$ cat src/rtl/serial_tx_pkg.sv
package serial_tx_pkg;

  typedef enum logic [2:0] {
    PH_IDLE,
    PH_START,
    PH_DATA,
    PH_PARITY,
    PH_STOP
  } tx_phase_e;

  // Decoded frame format, captured at acceptance.
  typedef struct packed {
    logic [3:0] nbits;       // data bits, 5..8
    logic       par_on;      // parity bit present
    logic       par_even;    // 1: even, 0: odd
    logic [1:0] stop_slots;  // number of stop slots, 1 or 2
    logic       half_tail;   // final stop slot is half length
  } tx_fmt_t;

endpackage

$ cat src/rtl/tx_fmt_decode.sv
module tx_fmt_decode
  import serial_tx_pkg::*;
(
  input  logic [4:0] ctrl_i,
  output tx_fmt_t    fmt_o
);

  logic long_stop;
  logic shortest;

  assign long_stop = ctrl_i[2];
  assign shortest  = (ctrl_i[1:0] == 2'b00);

  always_comb begin
    fmt_o.nbits      = 4'd5 + {2'b00, ctrl_i[1:0]};
    fmt_o.par_on     = ctrl_i[3];
    fmt_o.par_even   = ctrl_i[4];
    fmt_o.stop_slots = long_stop ? 2'd2 : 2'd1;
    // a 5-bit word with a long stop ends on a half slot (1.5 bits)
    fmt_o.half_tail  = long_stop & shortest;
  end

endmodule

$ cat src/rtl/tx_parity_gen.sv
module tx_parity_gen #(
  parameter int DATA_W = 8,
  localparam int NB_W  = $clog2(DATA_W + 1)
) (
  input  logic [DATA_W-1:0] data_i,
  input  logic [NB_W-1:0]   nbits_i,
  input  logic              even_i,
  output logic [DATA_W-1:0] masked_o,
  output logic              parity_o
);

  // bits at or above the selected width are cleared
  for (genvar i = 0; i < DATA_W; i++) begin : g_mask
    assign masked_o[i] = data_i[i] & (NB_W'(i) < nbits_i);
  end

  // odd parity inverts the XOR reduction
  assign parity_o = (^masked_o) ^ ~even_i;

endmodule

$ cat src/rtl/tx_slot_timer.sv
module tx_slot_timer #(
  parameter int OVS   = 16,
  localparam int CW   = $clog2(OVS),
  localparam int HALF = OVS / 2
) (
  input  logic clk_i,
  input  logic rst_ni,
  input  logic hold_i,
  input  logic tick_i,
  input  logic half_i,
  output logic done_o
);

  localparam logic [CW-1:0] FULL_LAST = CW'(OVS - 1);
  localparam logic [CW-1:0] HALF_LAST = CW'(HALF - 1);

  logic [CW-1:0] cnt_q;
  logic [CW-1:0] last;

  assign last   = half_i ? HALF_LAST : FULL_LAST;
  assign done_o = !hold_i && tick_i && (cnt_q == last);

  always_ff @(posedge clk_i or negedge rst_ni) begin
    if (!rst_ni) begin
      cnt_q <= '0;
    end else if (hold_i || done_o) begin
      cnt_q <= '0;
    end else if (tick_i) begin
      cnt_q <= cnt_q + 1'b1;
    end
  end

endmodule

$ cat src/rtl/serial_char_tx.sv
module serial_char_tx
  import serial_tx_pkg::*;
#(
  parameter int DATA_W = 8,
  parameter int OVS    = 16
) (
  input  logic              clk_i,
  input  logic              rst_ni,
  input  logic              tick16_i,
  input  logic [4:0]        fmt_i,
  input  logic [DATA_W-1:0] in_data_i,
  input  logic              in_valid_i,
  output logic              in_ready_o,
  output logic              txd_o
);

  localparam int NB_W = $clog2(DATA_W + 1);

  tx_phase_e         phase_q;
  tx_fmt_t           fmt_d, fmt_q;
  logic [DATA_W-1:0] shift_q, masked;
  logic [NB_W-1:0]   bit_q;
  logic [1:0]        stop_q;
  logic              par_d, par_q;
  logic              accept, slot_done, last_stop, half_now;

  tx_fmt_decode u_dec (
    .ctrl_i (fmt_i),
    .fmt_o  (fmt_d)
  );

  tx_parity_gen #(.DATA_W(DATA_W)) u_par (
    .data_i   (in_data_i),
    .nbits_i  (NB_W'(fmt_d.nbits)),
    .even_i   (fmt_d.par_even),
    .masked_o (masked),
    .parity_o (par_d)
  );

  assign last_stop = (stop_q == fmt_q.stop_slots - 2'd1);
  assign half_now  = (phase_q == PH_STOP) && last_stop && fmt_q.half_tail;

  tx_slot_timer #(.OVS(OVS)) u_tmr (
    .clk_i  (clk_i),
    .rst_ni (rst_ni),
    .hold_i (phase_q == PH_IDLE),
    .tick_i (tick16_i),
    .half_i (half_now),
    .done_o (slot_done)
  );

  assign in_ready_o = (phase_q == PH_IDLE);
  assign accept     = in_valid_i && in_ready_o;

  always_ff @(posedge clk_i or negedge rst_ni) begin
    if (!rst_ni) begin
      phase_q <= PH_IDLE;
      fmt_q   <= '0;
      shift_q <= '0;
      par_q   <= 1'b0;
      bit_q   <= '0;
      stop_q  <= '0;
    end else if (accept) begin
      // format frozen here for the whole frame
      phase_q <= PH_START;
      fmt_q   <= fmt_d;
      shift_q <= masked;
      par_q   <= par_d;
      bit_q   <= '0;
      stop_q  <= '0;
    end else if (slot_done) begin
      unique case (phase_q)
        PH_START: begin
          phase_q <= PH_DATA;
          bit_q   <= '0;
        end
        PH_DATA: begin
          shift_q <= shift_q >> 1;
          if (bit_q == NB_W'(fmt_q.nbits) - 1'b1) begin
            phase_q <= fmt_q.par_on ? PH_PARITY : PH_STOP;
            stop_q  <= '0;
          end else begin
            bit_q <= bit_q + 1'b1;
          end
        end
        PH_PARITY: begin
          phase_q <= PH_STOP;
          stop_q  <= '0;
        end
        PH_STOP: begin
          if (last_stop) phase_q <= PH_IDLE;
          else           stop_q  <= stop_q + 2'd1;
        end
        default: phase_q <= PH_IDLE;
      endcase
    end
  end

  always_comb begin
    unique case (phase_q)
      PH_START:  txd_o = 1'b0;
      PH_DATA:   txd_o = shift_q[0];
      PH_PARITY: txd_o = par_q;
      default:   txd_o = 1'b1;
    endcase
  end

endmodule

$ cat config.mk
export PLATFORM = sky130hd
export DESIGN_NAME = serial_char_tx
export DESIGN_NICKNAME = d
export VERILOG_FILES = /design/src/rtl/serial_tx_pkg.sv /design/src/rtl/tx_fmt_decode.sv /design/src/rtl/tx_parity_gen.sv /design/src/rtl/tx_slot_timer.sv /design/src/rtl/serial_char_tx.sv
export SDC_FILE = /design/constraint.sdc
export NUM_CORES = 1
export LEC_CHECK = 0
export CORE_MARGIN = 3
export CORE_UTILIZATION = 50
export CTS_CLUSTER_DIAMETER = 150
export DETAILED_ROUTE_END_ITERATION = 8
export PLACE_DENSITY = 0.74
export SLEW_MARGIN = 0
export SYNTH_ARGS = -nofsm -noshare
export SYNTH_HDL_FRONTEND = slang
export SYNTH_SLANG_ARGS = --single-unit
$ cat constraint.sdc
create_clock -name clk_i -period 1.9 [get_ports clk_i]
set_input_delay 0.19 -clock clk_i [delete_from_list [all_inputs] [get_ports clk_i]]
set_output_delay 0.19 -clock clk_i [all_outputs]
set_load 0.005 [all_outputs]
==> run metrics, run 1 <==
outcome complete, but fails checks; failing checks setup timing; CP top delay family simple AND/OR/NAND/NOR gates; worst setup margin -98.6 ps; TritonCTS clock tree yes; number of H-tree levels 2; routed vias 1621; number of max-cap violations 0; Final Hold Vio Count 0; Crit path buffers/inverters 2; Period minus WS final 2000 ps; Die Y 66.5 um; PwrDens 1380 mW/mm^2; CP endpoint kind register; Placer Congestion 0.823; final setup vio count 14; layout net count 273; Post-Place Cells 270; CP Class register to register; DP Worst Slack -225 ps; I/O Buffers 18; Startpoint Class register; Row Count 21; routed wire length 4.52 mm; initial antenna violation count 0; CTS Sinks 30; sequential element share of the synthesized area 41.1%; grt ovf 0; largest net degree at the start of global routing 31; per-cell routed wire length 15.3 um; clk_lat worst skew 330 ps; Synth Flop Type dfrtp_1; clock root buffer clkbuf_4; vias in the first global route 1549; # fillers 227; RSZ-0062 raised after global routing yes; GRT Total Usage 21.8%; Die Span X 66.5 um; setup_tns -719 ps; Finished Core Util 74.7%; Core Region 0.00342 sq mm; # DRC 0; Layout Skew 13.6 ps; max-slew violations 0; FMAX 500 MHz; Die Area 0.00442 sq mm; worst hold path class input port to async pin; Avg Cell Area, Syn 9.23 sq um; Slew @ Worst Pin 393 ps; 1st-iter DRT viols 106; DRT antenna net count 0; worst path cell trace buf_4 > nand4bb_4 > or3_4 > a21oi_4 > buf_12 > nor2_1 > a221o_2; CTS max path bufs 2; drt pass-1 iters 4; net count after synthesis 222; Seq cells post-synth 30; Synth cell types 47; Synth Cell Area 0.00183 sq mm; final worst-path cycle share 105%; non-filler instance count after layout 296; crit path DAT 2230 ps; DP HPWL 2.94 mm; ys async rst share 100%; Max IR drop VDD 779 uV; fraction of layout instances using a drive strength above 1 28.8%; clk slew on worst S/H paths 100 ps; Slew headroom 73.8%; IO Pins 19; CP max stage delay 400 ps; initial core utilization 53.5%; slowest CP cell dfrtp_1; WP data required 2130 ps; Mapped Cells 198; worst-path maximum fanout 5; first-pass GRT wire length 7.13 mm; synth-to-layout area growth 39.5%; LEAKAGE 1.13 nW; Ys Warns 0; EDFF count, synth 0; TritonCTS Buffers 5; Pwr Total 3.52 mW; via/cell ratio 5.48; Antenna diodes 0
==> worst paths after layout <==
| check | from | to | slack, ps | cells past startpoint |
|---|---|---|---|---|
| min in group clk_i | fmt_i[3] | fmt_q[4] | 410 | 3 |
| min reg2reg | shift_q[7] | shift_q[6] | 500 | 2 |
| min | rst_ni | u_tmr.cnt_q[2] | 240 | 2 |
| max reg2reg | phase_q[1] | shift_q[3] | -100 | 7 |
| max | phase_q[1] | shift_q[3] | -100 | 7 |
| max in group asynchronous | rst_ni | bit_q[0] | 1360 | 2 |
==> stage by stage <==
stage | hold slack [ps] | cell area [sq um]
2_1_floorplan | -106 | 1830
4_1_cts | 249 | 2460
3_5_place_dp | 474 | 2140
6_report | 240 | 2550
5_1_grt | 258 | 2550
3_3_place_gp | 464 | 2140
==> synth_stat cells (4+ instances only) <==
cell       n  area (sq um)
nor2_1    12          45.0
nand2_1   38           143
ha_1       7          87.6
xor2_1     5          43.8
nand3_1    6          30.0
nor3_1     4          20.0
dfrtp_1   30           751
mux2i_1    4          40.0
a21oi_1    6          30.0
inv_1      7          26.3
nand2b_1   6          37.5
o21ai_0   13          65.1
xnor2_1   10          87.6
==> kinds of logic (layout without fill, tap and decap cells) <==
family | count (synthesis) | in the layout | share of synthesized area [%]
simple gates | 85 | 85 | 24.2
compound gates | 41 | 41 | 15.6
flops | 30 | 30 | 41.1
xor+xnor | 16 | 16 | 8.49
buf+inv | 15 | 67 | 3.70
fa+ha+maj | 7 | 7 | 4.79
mux | 4 | 4 | 2.19
==> what timing repair did <==
| item | 4_1_cts | 5_1_grt |
|---|---|---|
| pin swaps | 10 | 9 |
| setup buffers | 13 | 5 |
| gates resized for setup | 23 | 11 |
| endpoints found under the setup margin | 22 | 20 |
| gates cloned | 0 | 0 |
| hold buffers | 0 | 0 |
| endpoints found under the hold margin | 0 | 0 |
==> layout by cell type (no fill, tap or decap), types with 2 or more instances in the layout <==
| cell | instances |
|---|---|
| nand3b_1 | 3 |
| nor3_1 | 2 |
| a31oi_1 | 3 |
| xor2_1 | 5 |
| dfrtp_1 | 30 |
| o21ai_1 | 2 |
| nor2_1 | 10 |
| o221ai_2 | 2 |
| mux2i_1 | 2 |
| buf_6 | 5 |
| nor3b_2 | 2 |
| xnor2_1 | 9 |
| buf_12 | 2 |
| a221o_1 | 2 |
| nor2_4 | 2 |
| nand3_1 | 6 |
| nor3_4 | 2 |
| buf_4 | 27 |
| o21ai_0 | 11 |
| bufinv_16 | 2 |
| nand2b_1 | 6 |
| nor2b_1 | 3 |
| ha_1 | 7 |
| nand2_2 | 3 |
| or2_2 | 2 |
| clkbuf_4 | 5 |
| and2_1 | 2 |
| a21oi_1 | 6 |
| clkdlybuf4s50_1 | 16 |
| a221o_2 | 2 |
| inv_1 | 7 |
| nand2_1 | 35 |
==> sequential cells by signal (all words and copies together), names as in the netlist <==
signal and cells:
fmt_q 8, par_q 1, u_tmr.cnt_q 4, phase_q 3, stop_q 2, bit_q 4, shift_q 8
==> power breakdown <==
| part | switching, mW | leakage, nW | total, mW | internal, mW |
|---|---|---|---|---|
| clock | 0.232 | 0.0585 | 0.677 | 0.446 |
| combinational | 0.842 | 0.689 | 1.75 | 0.909 |
| sequential | 0.207 | 0.386 | 1.09 | 0.885 |
| total | 1.28 | 1.13 | 3.52 | 2.24 |
==> area by class of cell <==
type                    instances  area [sq um]  share of cell area [%]
repair buffers                 52           482                    18.9
flip-flops and latches         30           751                    29.4
well taps                      46          57.6                    2.26
inverters                       7          26.3                    1.03
clock inverters                 2          60.1                    2.36
multi-input cells             153          1120                    44.0
clock buffers                   6          51.3                    2.01
==> per-layer routing <==
layer	up-vias	global-route usage, %	part of all wire [%]
li1	785	-	-
met1	787	26.9	43
met2	41	36.9	50
met3	8	6.24	4.7
met4	0	6.09	1.4
met5	-	0	0
Power figures use the tool's default switching activity.
==> run 2: changes to the inputs <==
--- a/config.mk
+++ b/config.mk
@@ -9,7 +9,7 @@
 export CORE_UTILIZATION = 50
 export CTS_CLUSTER_DIAMETER = 150
 export DETAILED_ROUTE_END_ITERATION = 8
-export PLACE_DENSITY = 0.74
+export PLACE_DENSITY = 0.72
 export SLEW_MARGIN = 0
 export SYNTH_ARGS = -nofsm -noshare
 export SYNTH_HDL_FRONTEND = slang
==> constraint.sdc (replaced) <==
create_clock -name clk_i -period 2 [get_ports clk_i]
set_input_delay 0.2 -clock clk_i [delete_from_list [all_inputs] [get_ports clk_i]]
set_output_delay 0.2 -clock clk_i [all_outputs]
set_load 0.005 [all_outputs]
==> run metrics, run 2 (synthesized netlist as in run 1, its figures left out) <==
outcome complete, no violations (was complete, but fails checks); Crit path buffers/inverters 0 (was 2); most common cell after layout, fill and taps aside nand2_1 (unchanged); Antenna diodes 0 (unchanged); switching power 1.14 mW (was 1.28 mW); DP HPWL 2.83 mm (was 2.94 mm); clock root buffer clkbuf_4 (unchanged); I/O Buffers 18 (unchanged); initial antenna violation count 0 (unchanged); # hold bufs at CTS 0 (unchanged); max-slew violations 0 (unchanged); # fillers 272 (was 227); Slew headroom 74.3% (was 73.8%); per-cell routed wire length 14.5 um (was 15.3 um); fraction of layout instances using a drive strength above 1 24.5% (was 28.8%); 1st-iter DRT viols 112 (was 106); CP max stage delay 420 ps (was 400 ps); combinational share of power 48.8% (was 49.7%); FF-to-FF setup slack 60 ps (was -100 ps); Largest regs fmt_q x8, shift_q x8 (unchanged); worst setup margin 57.3 ps (was -98.6 ps); Startpoint Class register (unchanged); first-pass GRT wire length 6.69 mm (was 7.13 mm); via/cell ratio 5.53 (was 5.48); Period minus WS final 1940 ps (was 2000 ps); register share of total power 35.5% (was 31.0%); setup_tns 0 ps (was -719 ps); Max IR drop VDD 542 uV (was 779 uV); synth-to-layout area growth 30.7% (was 39.5%); R2R depth 6 (was 7); crit path DAT 2170 ps (was 2230 ps); worst-path maximum fanout 5 (unchanged); r2r endpoint shift_q[3] (unchanged); Slew @ Worst Pin 385 ps (was 393 ps); Post-Place Cells 265 (was 270); DP Area 0.00211 sq mm (was 0.00214 sq mm); CP Class register to register (unchanged); clk slew on worst S/H paths 100 ps (about the same); IO Pins 19 (unchanged); Row Count 21 (unchanged); number of H-tree levels 2 (unchanged); PwrDens 1250 mW/mm^2 (was 1380 mW/mm^2); routed wire length 4.11 mm (was 4.52 mm); CP endpoint kind register (unchanged); GRT Total Usage 20.4% (was 21.8%); TritonCTS clock tree yes (unchanged); slowest CP cell dfrtp_1 (unchanged); WP data required 2230 ps (was 2130 ps); Placer Congestion 0.877 (was 0.823); LEAKAGE 1.04 nW (was 1.13 nW); vias in the first global route 1512 (was 1549); final setup vio count 0 (was 14); drt pass-1 iters 4 (unchanged); DP Worst Slack -62.9 ps (was -225 ps); Core Region 0.00342 sq mm (unchanged); grt ovf 0 (unchanged); design area 0.00239 sq mm (was 0.00255 sq mm); final worst-path cycle share 97.1% (was 105%); worst hold path class input port to async pin (unchanged); DRT antenna net count 0 (unchanged); non-filler instance count after layout 283 (was 296); CTS max path bufs 2 (unchanged); worst r2r src fmt_q[2] (was phase_q[1]); # DRC 0 (unchanged); switching share of power 38.1% (was 36.4%); Pint 1.85 mW (was 2.24 mW); Die Span X 66.5 um (unchanged); layout net count 260 (was 273); CP top delay family compound AO/OA/AOI/OAI gates (was simple AND/OR/NAND/NOR gates); routed vias 1565 (was 1621); clk_lat worst skew 340 ps (was 330 ps); Layout Skew 13.4 ps (was 13.6 ps); Pwr Total 2.99 mW (was 3.52 mW); CTS Sinks 30 (unchanged); Die Y 66.5 um (unchanged); initial core utilization 53.5% (unchanged); largest net degree at the start of global routing 31 (unchanged); most frequent cells in the layout nand2_1 (37), dfrtp_1 (28), buf_4 (19) (was nand2_1 (35), dfrtp_1 (30), buf_4 (27)); number of max-cap violations 0 (unchanged); Die Area 0.00442 sq mm (unchanged); clock power share 15.7% (was 19.2%); FMAX 515 MHz (was 500 MHz); Final Hold Vio Count 0 (unchanged); TritonCTS Buffers 5 (unchanged); worst path cell trace xnor2_2 > mux2i_4 > or3_4 > a21oi_4 > nor2_1 > a221o_2 (was buf_4 > nand4bb_4 > or3_4 > a21oi_4 > buf_12 > nor2_1 > a221o_2)
-- run 2: how the worst max path moves through the flow --
stage	start	to	slack, ps	cells past startpoint
2_1_floorplan	fmt_q[2]	shift_q[0]	190	7
3_3_place_gp	fmt_q[2]	shift_q[3]	-40	6
3_5_place_dp	fmt_q[2]	shift_q[2]	-60	6
4_1_cts	fmt_q[2]	bit_q[0]	-5	7
5_1_grt	phase_q[0]	bit_q[3]	-40	8
6_report	fmt_q[2]	shift_q[3]	60	6
-- run 2: power by group through the flow --
stage / Sequential [mW] / Combinational [mW] / Clock (mW)
after floorplan: 0.971 / 0.910 / 0
after global placement: 1.06 / 1.13 / 0
after detailed placement: 1.07 / 1.17 / 0
after CTS: 1.06 / 1.32 / 0.481
after global routing: 1.10 / 1.63 / 0.506
final: 1.06 / 1.46 / 0.469
-- run 2: layout make-up --
class / count / area (sq um) / area share, %
Multi-Input combinational cell: 154 / 1140 / 47.7
Sequential cell: 30 / 753 / 31.5
Timing Repair Buffer: 38 / 337 / 14.1
Tap cell: 46 / 57.6 / 2.41
Clock buffer: 7 / 45.0 / 1.89
Clock inverter: 1 / 30.0 / 1.26
Inverter: 7 / 26.3 / 1.10
-- run 2: repair_timing --
item	4_1_cts	5_1_grt
pin swaps	2	11
setup buffers	5	5
hold endpoints to repair	0	0
gates cloned	0	1
setup endpoints to repair	10	19
resized for setup	5	22
-- run 2: worst register-to-register path: cells and delay by family, from the launching register on --
| kind | cells | cell delay (ps) |
|---|---|---|
| muxes | 1 | 210 |
| xor gates and xnor gates | 1 | 160 |
| AOI/OAI and AO/OA | 2 | 560 |
| DFF | 1 | 420 |
| and+or+nand+nor | 2 | 470 |
-- run 2: stage by stage --
| step | util (%) | hold slack (ps) |
|---|---|---|
| 2_1_floorplan | - | -95.6 |
| 3_3_place_gp | 61.7 | 464 |
| 3_5_place_dp | 61.7 | 475 |
| 4_1_cts | 66.1 | 250 |
| 5_1_grt | 69.9 | 265 |
| 6_report | 69.9 | 248 |
-- run 2: metal layers --
| layer | up-vias | routed length, um | GRT usage [%] |
|---|---|---|---|
| met5 | - | 0 | 0 |
| met3 | 9 | 212 | 6.24 |
| li1 | 763 | - | - |
| met2 | 47 | 2040 | 33.1 |
| met4 | 0 | 106 | 9.64 |
| met1 | 746 | 1740 | 24.5 |
==> run 3: changes to the inputs <==
--- a/config.mk
+++ b/config.mk
@@ -10,7 +10,8 @@
 export CTS_CLUSTER_DIAMETER = 150
 export DETAILED_ROUTE_END_ITERATION = 8
 export PLACE_DENSITY = 0.72
-export SLEW_MARGIN = 0
+export SETUP_SLACK_MARGIN = 0.1
+export SLEW_MARGIN = 20
 export SYNTH_ARGS = -nofsm -noshare
 export SYNTH_HDL_FRONTEND = slang
 export SYNTH_SLANG_ARGS = --single-unit
==> run metrics, run 3 (synthesized netlist as in run 1, its figures left out) <==
outcome complete, no violations (unchanged); worst-path maximum fanout 5 (unchanged); fraction of layout instances using a drive strength above 1 26.9% (was 24.5%); largest net degree at the start of global routing 31 (unchanged); busiest grt layer met2 (unchanged); RSZ-0062 raised after global routing yes; register share of total power 34.5% (was 35.5%); I/O Buffers 18 (unchanged); CTS Sinks 30 (unchanged); initial core utilization 53.5% (unchanged); TritonCTS clock tree yes (unchanged); CP endpoint kind register (unchanged); DP Area 0.00211 sq mm (unchanged); R2R depth 6 (unchanged); final worst-path cycle share 96.8% (was 97.1%); clk slew on worst S/H paths 100 ps (about the same); FF-to-FF setup slack 60 ps (about the same); clock root buffer clkbuf_4 (unchanged); DRT antenna net count 0 (unchanged); clk_lat worst skew 340 ps (about the same); Row Count 21 (unchanged); Final Hold Vio Count 0 (unchanged); Slew @ Worst Pin 388 ps (was 385 ps); 1st-iter DRT viols 50 (was 112); number of H-tree levels 2 (unchanged); design area 0.00246 sq mm (was 0.00239 sq mm); layout net count 265 (was 260); Die Area 0.00442 sq mm (unchanged); met1 GRT Util 25.8% (was 24.5%); CTS max path bufs 2 (unchanged); routed wire length 4.20 mm (was 4.11 mm); FMAX 516 MHz (was 515 MHz); worst r2r src phase_q[1] (was fmt_q[2]); Die Y 66.5 um (unchanged); non-filler instance count after layout 288 (was 283); Finished Core Util 71.9% (was 69.9%); final setup vio count 0 (unchanged); Max IR drop VDD 553 uV (was 542 uV); drt pass-1 iters 4 (unchanged); r2r endpoint shift_q[2] (was shift_q[3]); Die Span X 66.5 um (unchanged); via/cell ratio 5.46 (was 5.53); first-pass GRT wire length 7.19 mm (was 6.69 mm); # hold bufs at CTS 0 (unchanged); Core Region 0.00342 sq mm (unchanged); GRT Total Usage 22.0% (was 20.4%); grt ovf 0 (unchanged); WP data required 2230 ps (about the same); Antenna diodes 0 (unchanged); Startpoint Class register (unchanged); LEAKAGE 1.07 nW (was 1.04 nW); Slew headroom 74.1% (was 74.3%); M2 GR Usage 35.9% (was 33.1%); synth-to-layout area growth 34.4% (was 30.7%); met3 Use GR 6.24% (unchanged); routed vias 1573 (was 1565); most frequent cells in the layout nand2_1 (37), dfrtp_1 (28), buf_4 (22) (was nand2_1 (37), dfrtp_1 (28), buf_4 (19)); # DRC 0 (unchanged); Pint 1.91 mW (was 1.85 mW); worst hold path class input port to async pin (unchanged); switching share of power 38.2% (was 38.1%); max-slew violations 0 (unchanged); CP Class register to register (unchanged); most common cell after layout, fill and taps aside nand2_1 (unchanged); crit path DAT 2160 ps (was 2170 ps); PwrDens 1260 mW/mm^2 (was 1250 mW/mm^2); per-cell routed wire length 14.6 um (was 14.5 um); initial antenna violation count 0 (unchanged); number of max-cap violations 0 (unchanged); Layout Skew 15.1 ps (was 13.4 ps); combinational share of power 50.2% (was 48.8%); Largest regs fmt_q x8, shift_q x8 (unchanged); Placer Congestion 0.877 (unchanged); TritonCTS Buffers 5 (unchanged); Period minus WS final 1940 ps (about the same); Post-Place Cells 265 (unchanged); switching power 1.18 mW (was 1.14 mW); DP HPWL 2.83 mm (unchanged); clock power share 15.2% (was 15.7%); IO Pins 19 (unchanged); vias in the first global route 1603 (was 1512)
## run 3: per-stage QoR
| stage | hold WS (ps) | setup slack [ps] | total power [mW] | TNS, ps |
|---|---|---|---|---|
| after global placement | 464 | -42.9 | 2.19 | -90.1 |
| after floorplan | -95.6 | 185 | 1.88 | 0 |
| final | 244 | 63.2 | 3.09 | 0 |
| after CTS | 250 | 50.5 | 3.00 | 0 |
| after global routing | 261 | -11.3 | 3.32 | -15.6 |
| after detailed placement | 475 | -62.9 | 2.24 | -167 |
## run 3: layout make-up
cell class / count / area, sq um
timing repair buffer: 43 / 385
multi-input combinational: 154 / 1160
inverter: 7 / 26.3
clock inverter: 1 / 30.0
tap: 46 / 57.6
sequential: 30 / 753
clock buffer: 7 / 45.0
fill: 259 / 960
## run 3: layer usage
| metal | part of all wire [%] | vias to the layer above |
|---|---|---|
| li1 | - | 771 |
| met1 | 44 | 759 |
| met2 | 49 | 32 |
| met3 | 3.8 | 11 |
| met4 | 2.8 | 0 |
| met5 | 0 | - |
## run 3: worst max path at each step
| stage | start | to | cells after the start | slack, ps |
|---|---|---|---|---|
| 2_1_floorplan | fmt_q[2] | shift_q[0] | 7 | 190 |
| 3_3_place_gp | fmt_q[2] | shift_q[3] | 6 | -40 |
| 3_5_place_dp | fmt_q[2] | shift_q[2] | 6 | -60 |
| 4_1_cts | stop_q[1] | shift_q[2] | 7 | 50 |
| 5_1_grt | phase_q[1] | bit_q[0] | 8 | -10 |
| 6_report | phase_q[1] | shift_q[2] | 6 | 60 |
## run 3: power groups by stage
stage          registers (mW)  clock network (mW)  logic (mW)
4_1_cts                  1.06               0.481        1.46
5_1_grt                  1.10               0.504        1.72
6_report                 1.07               0.471        1.55
2_1_floorplan           0.971                   0       0.910
3_3_place_gp             1.06                   0        1.13
3_5_place_dp             1.07                   0        1.17
## run 3: critical path, cell delays in order, from the launching register on
cell,delay (ps)
dfrtp_2,430
buf_12,130
nand4bb_4,220
or3_4,430
a21oi_4,270
nor2_2,50
a221o_2,310
## run 3: repair_timing
| action | CTS | global route |
|---|---|---|
| setup buffers | 10 | 4 |
| hold endpoints to repair | 0 | 0 |
| setup endpoints to repair | 18 | 17 |
| pin swaps | 7 | 6 |
| gates resized for setup | 21 | 12 |
| cloned | 1 | 0 |
